## config.mk

```make
export PLATFORM = sky130hd
export DESIGN_NAME = clk_quality_mon
export DESIGN_NICKNAME = d
export VERILOG_FILES = /design/src/rtl/cqm_pkg.sv /design/src/rtl/cqm_sync.sv /design/src/rtl/cqm_meas.sv /design/src/rtl/cqm_judge.sv /design/src/rtl/clk_quality_mon.sv
export SDC_FILE = /design/constraint.sdc
export NUM_CORES = 1
export LEC_CHECK = 0
export CAP_MARGIN = 10
export CORE_MARGIN = 10
export CORE_UTILIZATION = 50
export CTS_BUF_LIST = sky130_fd_sc_hd__clkbuf_8
export DETAILED_ROUTE_END_ITERATION = 8
export DONT_BUFFER_PORTS = 1
export SLEW_MARGIN = 10
export SYNTH_ARGS = -nofsm -noshare
export SYNTH_HDL_FRONTEND = slang
export SYNTH_SLANG_ARGS = --single-unit
```

## constraint.sdc

```tcl
create_clock -name clk_i -period 5.6 [get_ports clk_i]
set_input_delay 0.56 -clock clk_i [delete_from_list [all_inputs] [get_ports clk_i]]
set_output_delay 0.56 -clock clk_i [all_outputs]
set_load 0.03 [all_outputs]
```

## src/rtl/cqm_pkg.sv

```systemverilog
package cqm_pkg;
  localparam int unsigned AW = 4;
  localparam int unsigned NSTS = 7;

  localparam logic [AW-1:0] A_CTRL  = 4'd0;
  localparam logic [AW-1:0] A_PER   = 4'd1;
  localparam logic [AW-1:0] A_HIGH  = 4'd2;
  localparam logic [AW-1:0] A_PMIN  = 4'd3;
  localparam logic [AW-1:0] A_PMAX  = 4'd4;
  localparam logic [AW-1:0] A_DV    = 4'd5;
  localparam logic [AW-1:0] A_DVMAX = 4'd6;
  localparam logic [AW-1:0] A_VCNT  = 4'd7;
  localparam logic [AW-1:0] A_VMIN  = 4'd8;
  localparam logic [AW-1:0] A_STS   = 4'd9;
  localparam logic [AW-1:0] A_IEN   = 4'd10;

  localparam int unsigned C_PER_EN = 0;
  localparam int unsigned C_DC_EN  = 1;
  localparam int unsigned C_VAL_EN = 2;
  localparam int unsigned C_SRC    = 4;
  localparam int unsigned C_CLR    = 24;

  localparam int unsigned S_RDY    = 0;
  localparam int unsigned S_PPER   = 1;
  localparam int unsigned S_PDC    = 2;
  localparam int unsigned S_FAIL   = 3;
  localparam int unsigned S_STALL  = 4;
  localparam int unsigned S_VALID  = 5;
  localparam int unsigned S_UNWELL = 6;
endpackage

```

## src/rtl/cqm_sync.sv

```systemverilog
module cqm_sync #(
  parameter int unsigned STAGES = 2
) (
  input  logic clk_i,
  input  logic rst_ni,
  input  logic d_i,
  output logic rise_o,
  output logic fall_o
);
  // sh[STAGES-1] is the synchronized level, sh[STAGES] its one-cycle delay
  logic [STAGES:0] sh;

  always_ff @(posedge clk_i or negedge rst_ni) begin
    if (!rst_ni) sh <= '0;
    else         sh <= {sh[STAGES-1:0], d_i};
  end

  assign rise_o = sh[STAGES-1] & ~sh[STAGES];
  assign fall_o = ~sh[STAGES-1] & sh[STAGES];
endmodule

```

## src/rtl/cqm_meas.sv

```systemverilog
module cqm_meas #(
  parameter int unsigned CW = 16
) (
  input  logic          clk_i,
  input  logic          rst_ni,
  input  logic          en_i,
  input  logic          clr_i,
  input  logic          rise_i,
  input  logic          fall_i,
  output logic          done_o,
  output logic          stall_o,
  output logic [CW-1:0] per_o,
  output logic [CW-1:0] high_o,
  output logic [CW-1:0] cnt_o
);
  localparam logic [CW-1:0] CMAX = '1;

  logic [CW-1:0] cnt, high_cur;
  logic          armed;

  always_ff @(posedge clk_i or negedge rst_ni) begin
    if (!rst_ni) begin
      cnt      <= '0;
      high_cur <= '0;
      armed    <= 1'b0;
      done_o   <= 1'b0;
      stall_o  <= 1'b0;
      per_o    <= '0;
      high_o   <= '0;
    end else if (clr_i) begin
      cnt      <= '0;
      high_cur <= '0;
      armed    <= 1'b0;
      done_o   <= 1'b0;
      stall_o  <= 1'b0;
      per_o    <= '0;
      high_o   <= '0;
    end else if (!en_i) begin
      cnt      <= '0;
      armed    <= 1'b0;
      done_o   <= 1'b0;
      stall_o  <= 1'b0;
    end else begin
      done_o  <= 1'b0;
      stall_o <= 1'b0;
      if (rise_i) begin
        cnt   <= CW'(1);
        armed <= 1'b1;
        if (armed) begin
          done_o <= 1'b1;
          per_o  <= cnt;
          high_o <= high_cur;
        end
      end else begin
        if (cnt != CMAX) cnt <= cnt + CW'(1);
        if (fall_i && armed) high_cur <= cnt;
        if (armed && cnt == CMAX) begin
          stall_o <= 1'b1;
          armed   <= 1'b0;
        end
      end
    end
  end

  assign cnt_o = cnt;
endmodule

```

## src/rtl/cqm_judge.sv

```systemverilog
module cqm_judge
  import cqm_pkg::*;
#(
  parameter int unsigned CW = 16,
  parameter int unsigned VW = 8
) (
  input  logic            clk_i,
  input  logic            rst_ni,
  input  logic            clr_i,
  input  logic            en_i,
  input  logic            dc_en_i,
  input  logic            val_en_i,
  input  logic            done_i,
  input  logic            stall_i,
  input  logic [CW-1:0]   per_i,
  input  logic [CW-1:0]   high_i,
  input  logic [CW-1:0]   per_min_i,
  input  logic [CW-1:0]   per_max_i,
  input  logic [CW-1:0]   dv_max_i,
  input  logic [VW-1:0]   vmin_i,
  output logic [CW-1:0]   dv_o,
  output logic [VW-1:0]   vcnt_o,
  output logic [NSTS-1:0] set_o
);
  logic [CW-1:0] prev_high, dv_now;
  logic [VW-1:0] vnext;
  logic          have_prev, seen_valid;
  logic          per_ok, dc_chk, dc_ok, bad, reach;

  always_comb begin
    dv_now = (high_i >= prev_high) ? high_i - prev_high : prev_high - high_i;
    per_ok = (per_i >= per_min_i) && (per_i <= per_max_i);
    dc_chk = dc_en_i && have_prev;
    dc_ok  = dv_now <= dv_max_i;
    bad    = !per_ok || (dc_chk && !dc_ok);
    vnext  = (vcnt_o == '1) ? vcnt_o : vcnt_o + VW'(1);
    reach  = vnext >= vmin_i;
    set_o           = '0;
    set_o[S_RDY]    = done_i;
    set_o[S_PPER]   = done_i && per_ok;
    set_o[S_PDC]    = done_i && dc_chk && dc_ok;
    set_o[S_FAIL]   = done_i && bad;
    set_o[S_STALL]  = stall_i;
    set_o[S_VALID]  = done_i && !bad && val_en_i && reach;
    set_o[S_UNWELL] = done_i && bad && seen_valid;
  end

  always_ff @(posedge clk_i or negedge rst_ni) begin
    if (!rst_ni) begin
      prev_high  <= '0;
      have_prev  <= 1'b0;
      seen_valid <= 1'b0;
      dv_o       <= '0;
      vcnt_o     <= '0;
    end else if (clr_i) begin
      prev_high  <= '0;
      have_prev  <= 1'b0;
      seen_valid <= 1'b0;
      dv_o       <= '0;
      vcnt_o     <= '0;
    end else if (stall_i) begin
      have_prev <= 1'b0;
      vcnt_o    <= '0;
    end else if (!en_i) begin
      have_prev <= 1'b0;
    end else if (done_i) begin
      prev_high <= high_i;
      have_prev <= 1'b1;
      if (have_prev) dv_o <= dv_now;
      if (bad) begin
        vcnt_o     <= '0;
        seen_valid <= 1'b0;
      end else if (val_en_i) begin
        vcnt_o <= vnext;
        if (reach) seen_valid <= 1'b1;
      end
    end
  end
endmodule

```

## src/rtl/clk_quality_mon.sv

```systemverilog
module clk_quality_mon
  import cqm_pkg::*;
#(
  parameter int unsigned CW          = 16,
  parameter int unsigned VW          = 8,
  parameter int unsigned DW          = 32,
  parameter int unsigned SYNC_STAGES = 2
) (
  input  logic          clk_i,
  input  logic          rst_ni,
  input  logic          lf_a_i,
  input  logic          lf_b_i,
  input  logic          reg_we_i,
  input  logic [AW-1:0] reg_addr_i,
  input  logic [DW-1:0] reg_wdata_i,
  output logic [DW-1:0] reg_rdata_o,
  output logic          irq_o
);
  logic          per_en_q, dc_en_q, val_en_q, src_q;
  logic [CW-1:0] per_min_q, per_max_q, dv_max_q;
  logic [VW-1:0] vmin_q;
  logic [NSTS-1:0] sts_q, ien_q, set_w, w1c;
  logic          clr_w, lf_sel, rise_w, fall_w, done_w, stall_w;
  logic [CW-1:0] per_w, high_w, dv_w, run_cnt_w;
  logic [VW-1:0] vcnt_w;

  assign clr_w  = reg_we_i && reg_addr_i == A_CTRL && reg_wdata_i[C_CLR];
  assign w1c    = (reg_we_i && reg_addr_i == A_STS) ? reg_wdata_i[NSTS-1:0] : '0;
  assign lf_sel = src_q ? lf_b_i : lf_a_i;

  cqm_sync #(.STAGES(SYNC_STAGES)) u_sync (
    .clk_i, .rst_ni, .d_i(lf_sel), .rise_o(rise_w), .fall_o(fall_w)
  );

  cqm_meas #(.CW(CW)) u_meas (
    .clk_i, .rst_ni, .en_i(per_en_q), .clr_i(clr_w),
    .rise_i(rise_w), .fall_i(fall_w),
    .done_o(done_w), .stall_o(stall_w),
    .per_o(per_w), .high_o(high_w), .cnt_o(run_cnt_w)
  );

  cqm_judge #(.CW(CW), .VW(VW)) u_judge (
    .clk_i, .rst_ni, .clr_i(clr_w), .en_i(per_en_q),
    .dc_en_i(dc_en_q), .val_en_i(val_en_q),
    .done_i(done_w), .stall_i(stall_w),
    .per_i(per_w), .high_i(high_w),
    .per_min_i(per_min_q), .per_max_i(per_max_q),
    .dv_max_i(dv_max_q), .vmin_i(vmin_q),
    .dv_o(dv_w), .vcnt_o(vcnt_w), .set_o(set_w)
  );

  always_ff @(posedge clk_i or negedge rst_ni) begin
    if (!rst_ni) begin
      per_en_q  <= 1'b0;
      dc_en_q   <= 1'b0;
      val_en_q  <= 1'b0;
      src_q     <= 1'b0;
      per_min_q <= '0;
      per_max_q <= '1;
      dv_max_q  <= '1;
      vmin_q    <= '0;
      ien_q     <= '0;
    end else if (reg_we_i) begin
      unique case (reg_addr_i)
        A_CTRL: begin
          per_en_q <= reg_wdata_i[C_PER_EN];
          dc_en_q  <= reg_wdata_i[C_DC_EN];
          val_en_q <= reg_wdata_i[C_VAL_EN];
          src_q    <= reg_wdata_i[C_SRC];
        end
        A_PMIN:  per_min_q <= reg_wdata_i[CW-1:0];
        A_PMAX:  per_max_q <= reg_wdata_i[CW-1:0];
        A_DVMAX: dv_max_q  <= reg_wdata_i[CW-1:0];
        A_VMIN:  vmin_q    <= reg_wdata_i[VW-1:0];
        A_IEN:   ien_q     <= reg_wdata_i[NSTS-1:0];
        default: ;
      endcase
    end
  end

  // set wins over a same-cycle clear
  always_ff @(posedge clk_i or negedge rst_ni) begin
    if (!rst_ni) sts_q <= '0;
    else         sts_q <= (sts_q & ~w1c) | set_w;
  end

  always_comb begin
    reg_rdata_o = '0;
    unique case (reg_addr_i)
      A_CTRL: begin
        reg_rdata_o[C_PER_EN] = per_en_q;
        reg_rdata_o[C_DC_EN]  = dc_en_q;
        reg_rdata_o[C_VAL_EN] = val_en_q;
        reg_rdata_o[C_SRC]    = src_q;
      end
      A_PER:   reg_rdata_o[CW-1:0]   = per_w;
      A_HIGH:  reg_rdata_o[CW-1:0]   = high_w;
      A_PMIN:  reg_rdata_o[CW-1:0]   = per_min_q;
      A_PMAX:  reg_rdata_o[CW-1:0]   = per_max_q;
      A_DV:    reg_rdata_o[CW-1:0]   = dv_w;
      A_DVMAX: reg_rdata_o[CW-1:0]   = dv_max_q;
      A_VCNT:  reg_rdata_o[VW-1:0]   = vcnt_w;
      A_VMIN:  reg_rdata_o[VW-1:0]   = vmin_q;
      A_STS:   reg_rdata_o[NSTS-1:0] = sts_q;
      A_IEN:   reg_rdata_o[NSTS-1:0] = ien_q;
      default: ;
    endcase
  end

  assign irq_o = |(sts_q & ien_q);
endmodule

```

; After elaboration in Yosys (flattened, before gate mapping)
; Cells that the tools add are included.
[word_totals]
register_bits = 186
latch_bits = 0
ramBits = 0
rom_bits = 0
in_bits = 41
out_inout_bits = 33
memories = 0
[classes]
add_sub_neg = 4
multipliers = 0
div_mod_pow = 0
n_lt_le_gt_ge = 5
eq_ne = 18
shift = 0
n_mux = 64
bitwise_logic = 8
reduce_logical = 45
[op_table]
columns = op, count
row1 = 16-bit two-way mux, 26
row2 = 8-bit two-way mux, 7
row3 = 8-bit case mux with 6 select lines, 1
row4 = 3-bit case mux with 11 select lines, 1
row5 = 16-bit >= comparator, 2
row6 = 16-bit less-or-equal comparator, 2
row7 = 16-bit subtractor, 2
row8 = 1-bit two-way mux, 24
row9 = 2-bit case mux with 10 select lines, 1
row10 = 16-bit by 1-bit adder with 16-bit output (second input constant), 1
row11 = 16-bit equality test (second input constant), 1
row12 = 4-bit by 3-bit equality test with 1-bit output (second input constant), 4
row13 = 1-bit logical AND, 16
row14 = 16-bit inequality test (second input constant), 1
row15 = 7-bit bitwise AND, 2
row16 = 4-bit equality test (second input constant), 3
row17 = 4-bit by 1-bit inequality test with 1-bit output (second input constant), 3
row18 = 2-bit AND reduction, 6
row19 = 3-bit AND reduction, 4
row20 = 2-bit nonzero test, 6
row21 = 3-bit nonzero test, 4
row22 = 1-bit case mux with 11 select lines, 1
row23 = 1-bit case mux with 10 select lines, 1
row24 = 8-bit by 1-bit adder with 8-bit output (second input constant), 1
row25 = 18 further kinds, 24

; Longest topological paths before layout
; Gate-level depths: netlist of the first run.
[depth]
word_depth = 11
depth_mapped = 21
depth_no_buf = 20

; Hierarchy
; Synthesis of the first run repeated with hierarchy kept, for this count alone.
[unflattened]
hier_cells = 1216
hier_area_um2 = 12045.3
[modules_own_cells]
columns = mod, n_inst, cells_per_inst, area_each_um2
row1 = cqm_judge, 1, 595, 4815.9
row2 = clk_quality_mon, 1, 364, 4344.2
row3 = cqm_meas, 1, 252, 2795.2
row4 = cqm_sync, 1, 5, 90.1

; Worst setup path after synthesis of the first run
; Ideal clock, no wire load.
[synth_timing]
path_type = reg2reg
start = register u_meas.high_o[0]
end = register u_judge.vcnt_o[1]
setup_ns = 0.066
arrival_time_ns = 4.121
t_required_ns = 5.534
path_slack_ns = 1.413
path_stages_with_launch = 21
path_buffers = 0
synth_period_minus_slack_ns = 4.187
path_cell_list = dfrtp_1 inv_1 ha_1 inv_1 fa_1 a21oi_2 o2111ai_1 a21o_1 a221o_1 o41ai_1 mux2i_1 xor2_1 ha_1 nand4_1 or2_2 nor3_1 nand3b_1 a31oi_1 a211o_1 nor2_1 a22o_1
[synth_between]
elab_chain_cells = 11
elab_cells_between_ends = 15
classes_between = add/sub: 2 / order compare: 2 / mux: 6 / reduce/logical: 5
[synth_lines]
columns = item, line
row1 = "start, declared", cqm_meas.sv:13  ; output logic [CW-1:0] high_o,
row2 = "start signal, assigned", cqm_meas.sv:52  ; high_o <= high_cur;
row3 = 16-bit subtractor or 16-bit >= comparator (tied branches), cqm_judge.sv:31  ; dv_now = (high_i >= prev_high) ? high_i - prev_high : prev_high - high_i;
row4 = 16-bit two-way mux *, cqm_judge.sv:31
row5 = 16-bit less-or-equal comparator *, cqm_judge.sv:34  ; dc_ok = dv_now <= dv_max_i;
row6 = 1-bit logical NOT *, cqm_judge.sv:35  ; bad = !per_ok || (dc_chk && !dc_ok);
row7 = 1-bit logical AND *, cqm_judge.sv:35
row8 = 1-bit logical OR *, cqm_judge.sv:35
row9 = 8-bit two-way mux, cqm_judge.sv:70  ; if (bad) begin
row10 = 8-bit two-way mux, cqm_judge.sv:66  ; end else if (done_i) begin
row11 = 8-bit two-way mux, cqm_judge.sv:64  ; end else if (!en_i) begin
row12 = 8-bit two-way mux, cqm_judge.sv:61  ; end else if (stall_i) begin
row13 = 8-bit two-way mux, cqm_judge.sv:55  ; end else if (clr_i) begin
row14 = "end signal, assigned", cqm_judge.sv:74  ; vcnt_o <= vnext;
row15 = "end, declared", cqm_judge.sv:22  ; output logic [VW-1:0] vcnt_o,
; Mark *: on every way between the ends. The rest lies on a longest branch, timed or not. The select of a mux whose other input is x is not followed.
; A chain may end at the register's enable or synchronous reset.

; Worst setup path in the final report of the first run
; Ends and elaborated chain as after synthesis.

==> results.yml, run 1 <==
run_status:
  run_status: "complete, no violations"
finish:
  syn2layout_area_growth_pct: 4.729
  fillers: 2131
  n_antenna_cell: 0
  drive_gt1_frac: 0.1300
  final_cell_area_um2: 12080
  final_nets: 1350
  final_cell_mix: "nand2_1 (192), dfrtp_1 (154), a21oi_1 (108), inv_1 (97), ha_1 (89)"
  seqCellArea_um2: 4695
  final_common_cell: "nand2_1"
  multiInputGateArea_um2: 6156
  final_cell_count_no_fill: 1516
clock_network:
  cts.sinks: 186
  htree_levels: 4
  cts.path.max_buffers: 2
  cts_root_buffer: "clkbuf_8"
  cts_setup_buffers: 0
  clk_latency_ns: 0.48
  path_clk_slew_ns: 0.12
  tritoncts.num_buffers: 17
  tritoncts: "built"
synth:
  synth_edf_count: 0
  async_flop_share: 1.000
  synth_cells: 1246
  synth_seq_area_share: 0.4070
  synth-seq-cells: 186
  ys.warnings.count: 0
  synth.distinct_cells: 67
  synth.avg_cell_area_um2: 9.257
  synth_ff_type: "dfrtp_1"
  synth_area_um2: 11530
placement:
  dpl.cell_count: 1483
  placed_cell_area_um2: 11660
  dp_hpwl_um: 23450
  place.gp.congestion: 0.8773
  io_buffers: 0
critical_path:
  critPathArrivalTime_ns: 5.43
  cp-end-kind: "flop"
  crit_buf_inv: 2
  slowest_stage: "dfrtp_1"
  worstSetupPathType: "reg -> reg"
  start_kind: "flop"
  crit_required_ns: 6.00
  worstPathCellList: "inv_1 > ha_1 > inv_1 > fa_1 > a21oi_2 > o2111ai_1 > a21o_1 > a221o_1 > o41ai_1 > mux2i_1 > xor2_1 > ha_1 > nand4_1 > or2_2 > nor3_1 > nand3b_1 > a31oi_1 > a211o_1 > nor2_1 > a22o_1"
  cp_slowest_stage_delay_ns: 0.45
  path_max_fanout: 6
  critPathTopFamily: "compound AO/OA/AOI/OAI gates"
floorplan:
  die_h_um: 171.9
  coreArea_um2: 22640
  fp.dieW_um: 171.9
  dieArea_um2: 29540
  start_util: 0.5095
  rows: 55
  num_io_pins: 74
route:
  wl_per_cell_um: 21.04
  dr.pass1.iters: 5
  ant_nets: 0
  drt_wl_total_um: 31900
  viasPerCell: 5.958
  drtIter0Drc: 903
  drc: 0
  route.vias.total: 9032
sta:
  rsz0062_at_grt: "false"
  finalSetupTns_ns: 0
  timing.slew.headroom: 0.2200
  setup_viol_count_final: 0
  period_minus_slack_ns: 5.024
  whs_ns: 0.02263
  post-route-period-util: 0.8971
  drv_slew: 0
  hold_viol: 0
  skew_ns: 0.02241
  tightest_slew_ns: 1.166
  fmax_ghz: 0.1991
global_route:
  track_usage: 0.2199
  grt_max_degree: 187
  grt_pass1_wl_um: 50290
  grt_pass1_vias: 8645
  overflow: 0
  antenna_found_initial: 0
min_path:
  hold_path.class: "in -> async"
pwr:
  powerDensity_nw_per_um2: 526.8
  max-vdd-ir-drop_uv: 216.7
  leakagePower_uw: 0.005601
flow_run:
  drv_cap: 0
## cell families (layout without fill, tap and decap cells)
kind of cell    after synthesis  count (layout)  synth area share
simple gates                381             381            0.1538
compound gates              316             316            0.1829
flops                       186             186            0.4070
buf+inv                     172             142           0.06508
fa+ha+maj                    91              91            0.1000
mux                          73              73           0.07116
xor+xnor                     26              26           0.01974
other cells                   1              16         0.0003251
## per-stage QoR
step             util  power [uW]  setup WS (ns)
3_5_place_dp   0.5152        5401         0.6755
4_1_cts        0.5336        6372         0.6262
6_report       0.5336        6364         0.5764
5_1_grt        0.5336        6901         0.2384
3_3_place_gp   0.5152        5355         0.7058
2_1_floorplan       -        4604          1.413
## flip-flops by register name, summed over array words and instances, names as in the netlist, 3 cells and up
name,count
u_judge.dv_o,16
u_meas.cnt_o,16
dv_max_q,16
per_max_q,16
ien_q,7
u_sync.sh,3
per_min_q,16
u_judge.vcnt_o,8
u_meas.high_o,16
u_judge.prev_high,16
sts_q,7
vmin_q,8
u_meas.per_o,16
u_meas.high_cur,16
## cell usage after synthesis (5+ instances only)
| cell | instances | area share |
|---|---|---|
| nand2_1 | 192 | 0.062 |
| dfrtp_1 | 154 | 0.33 |
| a21oi_1 | 108 | 0.047 |
| inv_1 | 96 | 0.031 |
| ha_1 | 89 | 0.097 |
| mux2_2 | 62 | 0.061 |
| nor2_1 | 49 | 0.016 |
| clkbuf_1 | 41 | 0.013 |
| a21o_1 | 37 | 0.024 |
| a22oi_1 | 37 | 0.024 |
| nand3_1 | 36 | 0.016 |
| dfstp_2 | 32 | 0.073 |
| o21ai_0 | 32 | 0.014 |
| a22o_1 | 29 | 0.022 |
| nand4_1 | 20 | 0.011 |
| buf_4 | 17 | 0.011 |
| xnor2_1 | 14 | 0.011 |
| nor3_1 | 13 | 0.0056 |
| nor2b_1 | 12 | 0.0065 |
| xor2_1 | 12 | 0.0091 |
| and3_1 | 11 | 0.0060 |
| a31oi_1 | 10 | 0.0054 |
| mux2i_1 | 10 | 0.0087 |
| nand2b_1 | 10 | 0.0054 |
| or3_1 | 10 | 0.0054 |
| buf_2 | 9 | 0.0039 |
| a211oi_1 | 8 | 0.0052 |
| o21a_1 | 7 | 0.0046 |
| o211ai_1 | 6 | 0.0039 |
| buf_1 | 5 | 0.0016 |
## final cells by class
cell class	instances	area share
inverters	96	0.02983
well taps	285	0.02952
clock inverters	15	0.01274
flip-flops and latches	186	0.3886
clock buffers	17	0.01937
repair buffers	14	0.01036
multi-input cells	903	0.5096
## worst reg2reg max path, cell delays in order, from the launching register on
cell and delay [ns]:
dfrtp_1 0.45, inv_1 0.08, ha_1 0.14, inv_1 0.06, fa_1 0.43, a21oi_2 0.18
o2111ai_1 0.18, a21o_1 0.22, a221o_1 0.33, o41ai_1 0.25, mux2i_1 0.13, xor2_1 0.18
ha_1 0.31, nand4_1 0.16, or2_2 0.36, nor3_1 0.26, nand3b_1 0.15, a31oi_1 0.11
a211o_1 0.41, nor2_1 0.38, a22o_1 0.19
## timing repair
item,4_1_cts,5_1_grt
gates resized for setup,0,0
hold buffers,1,0
hold endpoints to repair,186,0
## where the power goes
group	internal, uW	switching [uW]
combinational	1440	1890
clock	370	547
sequential	1720	406
## final timing paths
kind	slack, ns	from	endpoint	depth (start not counted)
max reg2reg	0.58	u_meas.high_o[0]	u_judge.vcnt_o[1]	20
min in group clk_i	0.19	reg_wdata_i[3]	vmin_q[3]	2
max	0.58	u_meas.high_o[0]	u_judge.vcnt_o[1]	20
min reg2reg	0.36	u_sync.sh[0]	u_sync.sh[1]	0
min	0.02	rst_ni	per_min_q[14]	1
max in group asynchronous	4.71	rst_ni	u_judge.prev_high[7]	1
## routing by layer
metal / up-vias / GRT usage / part of all wire
met5: - / 0 / 0
met3: 25 / 0.04264 / 0.059
met1: 4441 / 0.2993 / 0.45
met2: 255 / 0.3564 / 0.47
li1: 4311 / - / -
met4: 0 / 0.04648 / 0.013
Note: power is estimated with default switching activity, not from simulation.
==> run 2, diff against run 1 <==
- ABC_AREA: not set -> 1
==> results.yml, run 2 <==
route:
  drc: 0
  wl_per_cell_um: 18.27
  dr.pass1.iters: 5
  drtIter0Drc: 975
  ant_nets: 0
  viasPerCell: 5.409
  route.vias.total: 9914
  drt_wl_total_um: 33480
clock_network:
  cts_root_buffer: "clkbuf_8"
  htree_levels: 4
  path_clk_slew_ns: 0.12
  clk_latency_ns: 0.48
  cts.sinks: 186
  cts.path.max_buffers: 2
  cts_resized: 0
  tritoncts.num_buffers: 17
  tritoncts: "built"
floorplan:
  start_util: 0.5076
  dieArea_um2: 30320
  fp.dieW_um: 174.1
  rows: 56
  coreArea_um2: 23400
  num_io_pins: 74
  die_h_um: 174.1
synth:
  ys_top_cells_by_count: "inv_1 (296), nand2_1 (294), dfrtp_1 (154)"
  synth_edf_count: 0
  synth_area_um2: 11880
  synth_top_cell_by_area: "dfrtp_1"
  synth_cells: 1522
  synth-seq-cells: 186
  synth_ff_type: "dfrtp_1"
  synth.avg_cell_area_um2: 7.805
  async_flop_share: 1.000
  synth.distinct_cells: 57
  synth.area.top_cells: "dfrtp_1 (32%), ha_1 (9.4%), inv_1 (9.4%), nand2_1 (9.3%), dfstp_2 (7.1%)"
  synth.most_common_cell: "inv_1"
  synth_top_area_share: 0.3244
  synth_seq_area_share: 0.3952
  ys.warnings.count: 0
critical_path:
  critPathArrivalTime_ns: 4.72
  r2r-end: "u_judge.seen_valid"
  path_max_fanout: 9
  path_common_cell: "nand2_1"
  r2r_start: "u_meas.high_o[1]"
  worstPathCellList: "inv_1 > ha_1 > nand2_1 > o21ai_1 > inv_1 > o21bai_1 > nand2_1 > nand2_1 > xor2_1 > nand2_1 > nand2_1 > inv_1 > ha_1 > nand2_1 > nor3_1 > nand3_1 > nand3_1 > nand3_1 > nor2_2 > inv_1 > a21oi_1"
  slowest_stage: "dfrtp_1"
  reg2reg_slack_ns: 1.26
  crit_required_ns: 5.98
  cp-end-kind: "flop"
  reg2regPathDepth: 21
  worstSetupPathType: "reg -> reg"
  cp_slowest_stage_delay_ns: 0.58
  start_kind: "flop"
sta:
  fmax_ghz: 0.2305
  period_minus_slack_ns: 4.338
  drv_slew: 0
  rsz0062_at_grt: "false"
  setup_viol_count_final: 0
  skew_ns: 0.02529
  timing.slew.headroom: 0.2044
  post-route-period-util: 0.7746
  finalSetupTns_ns: 0
  whs_ns: -0.05594
  hold_viol: 4
  tightest_slew_ns: 1.187
global_route:
  track_usage: 0.2203
  antenna_found_initial: 0
  grt_pass1_vias: 9561
  grt_max_degree: 187
  overflow: 0
  grt_pass1_wl_um: 53320
finish:
  final_cell_mix: "inv_1 (296), nand2_1 (294), dfrtp_1 (154), o21ai_0 (113), nor2_1 (104)"
  final_nets: 1633
  final_common_cell: "inv_1"
  drive_gt1_frac: 0.07398
  final_core_util: 0.5321
  n_antenna_cell: 0
  syn2layout_area_growth_pct: 4.824
pwr:
  p_sw_uw: 3786
  p_clk_frac: 0.127
  combPwrFrac: 0.602
  max-vdd-ir-drop_uv: 238.4
  internal_power_uw: 3674
  leakagePower_uw: 0.006381
  seq_power_share: 0.271
  swShare: 0.5075
  powerDensity_nw_per_um2: 599.1
min_path:
  hold_path.class: "in -> async"
placement:
  dp_hpwl_um: 25460
  place.gp.congestion: 0.9290
  io_buffers: 0
run_status:
  failed_checks: "negative hold slack"
  run_status: "finished with violations"
flow_run:
  drv_cap: 0
[run 2: cell types whose count changed after synthesis, sizes merged, moves of 25 or more]
cell and change:
o21ai +91, nor2 +70, inv +205, a21o -33, a21oi -44, a22o -28
a221oi +25, a31oi +26, o22ai +53, nand2 +110, mux2 -62, a22oi -37
[run 2: area by class of cell]
type / instances / area [um^2]
clock buffer: 17 / 234.0
timing repair buffer: 3 / 42.54
clock inverter: 15 / 173.9
tap: 319 / 399.1
sequential: 186 / 4695
multi-input combinational: 990 / 5768
fill: 2334 / 10950
inverter: 303 / 1140
[run 2: power by group through the flow]
stage          clock [uW]  sequential, uW  combinational (uW)
2_1_floorplan           0            1930                3430
3_3_place_gp            0            2030                4350
3_5_place_dp            0            2040                4430
4_1_cts               969            2020                4480
5_1_grt              1020            2070                5180
6_report              944            2020                4490
[run 2: per-layer routing]
metal / vias up / part of all wire / GRT usage
li1: 4909 / - / -
met1: 4714 / 0.48 / 0.3124
met2: 263 / 0.45 / 0.3383
met3: 28 / 0.058 / 0.04594
met4: 0 / 0.014 / 0.04774
met5: - / 0 / 0
[run 2: critical path, delay by kind of cell, from the launching register on]
family	cells	cell delay (ns)
xor+xnor	1	0.19
compound gates	3	0.68
buf+inv	4	0.46
simple gates	11	1.73
fa+ha+maj	2	0.61
flops	1	0.58
[run 2: through the flow]
| step | total power [uW] | instance area [um^2] | cells | setup slack [ns] |
|---|---|---|---|---|
| floorplan | 5368 | 11940 | 1537 | 2.240 |
| global placement | 6382 | 12020 | 1800 | 1.404 |
| detailed placement | 6467 | 12020 | 1800 | 1.325 |
| CTS | 7469 | 12450 | 1833 | 1.293 |
| global route | 8270 | 12450 | 1833 | 0.9139 |
| finish | 7460 | 12450 | 1833 | 1.262 |
[run 2: timing repair]
| item | CTS | global route |
|---|---|---|
| hold buffers | 1 | 0 |
| buffers inserted | 0 | 0 |
| endpoints found under the hold margin | 186 | 0 |
[run 2: cell families (layout without fill, tap and decap cells)]
family                     after synthesis  count (layout)  synth area share
and+or+nand+nor                        511             511            0.1881
buffers and inverters                  361             338            0.1240
AOI/OAI and AO/OA                      344             344            0.1746
DFF                                    186             186            0.3952
adders and majority gates               91              91           0.09711
xor gates and xnor gates                28              28           0.02064
other                                    1              16         0.0003157
[run 2: worst max-delay path by stage]
stage	from	to	slack, ns	cells after the start
after floorplan	u_meas.high_o[0]	u_judge.seen_valid	2.24	24
after global placement	u_meas.high_o[1]	u_judge.seen_valid	1.40	21
after detailed placement	u_meas.high_o[1]	u_judge.seen_valid	1.33	19
after CTS	u_meas.high_o[1]	u_judge.seen_valid	1.29	19
after global routing	u_meas.high_o[1]	u_judge.vcnt_o[3]	0.91	21
final	u_meas.high_o[1]	u_judge.seen_valid	1.26	21
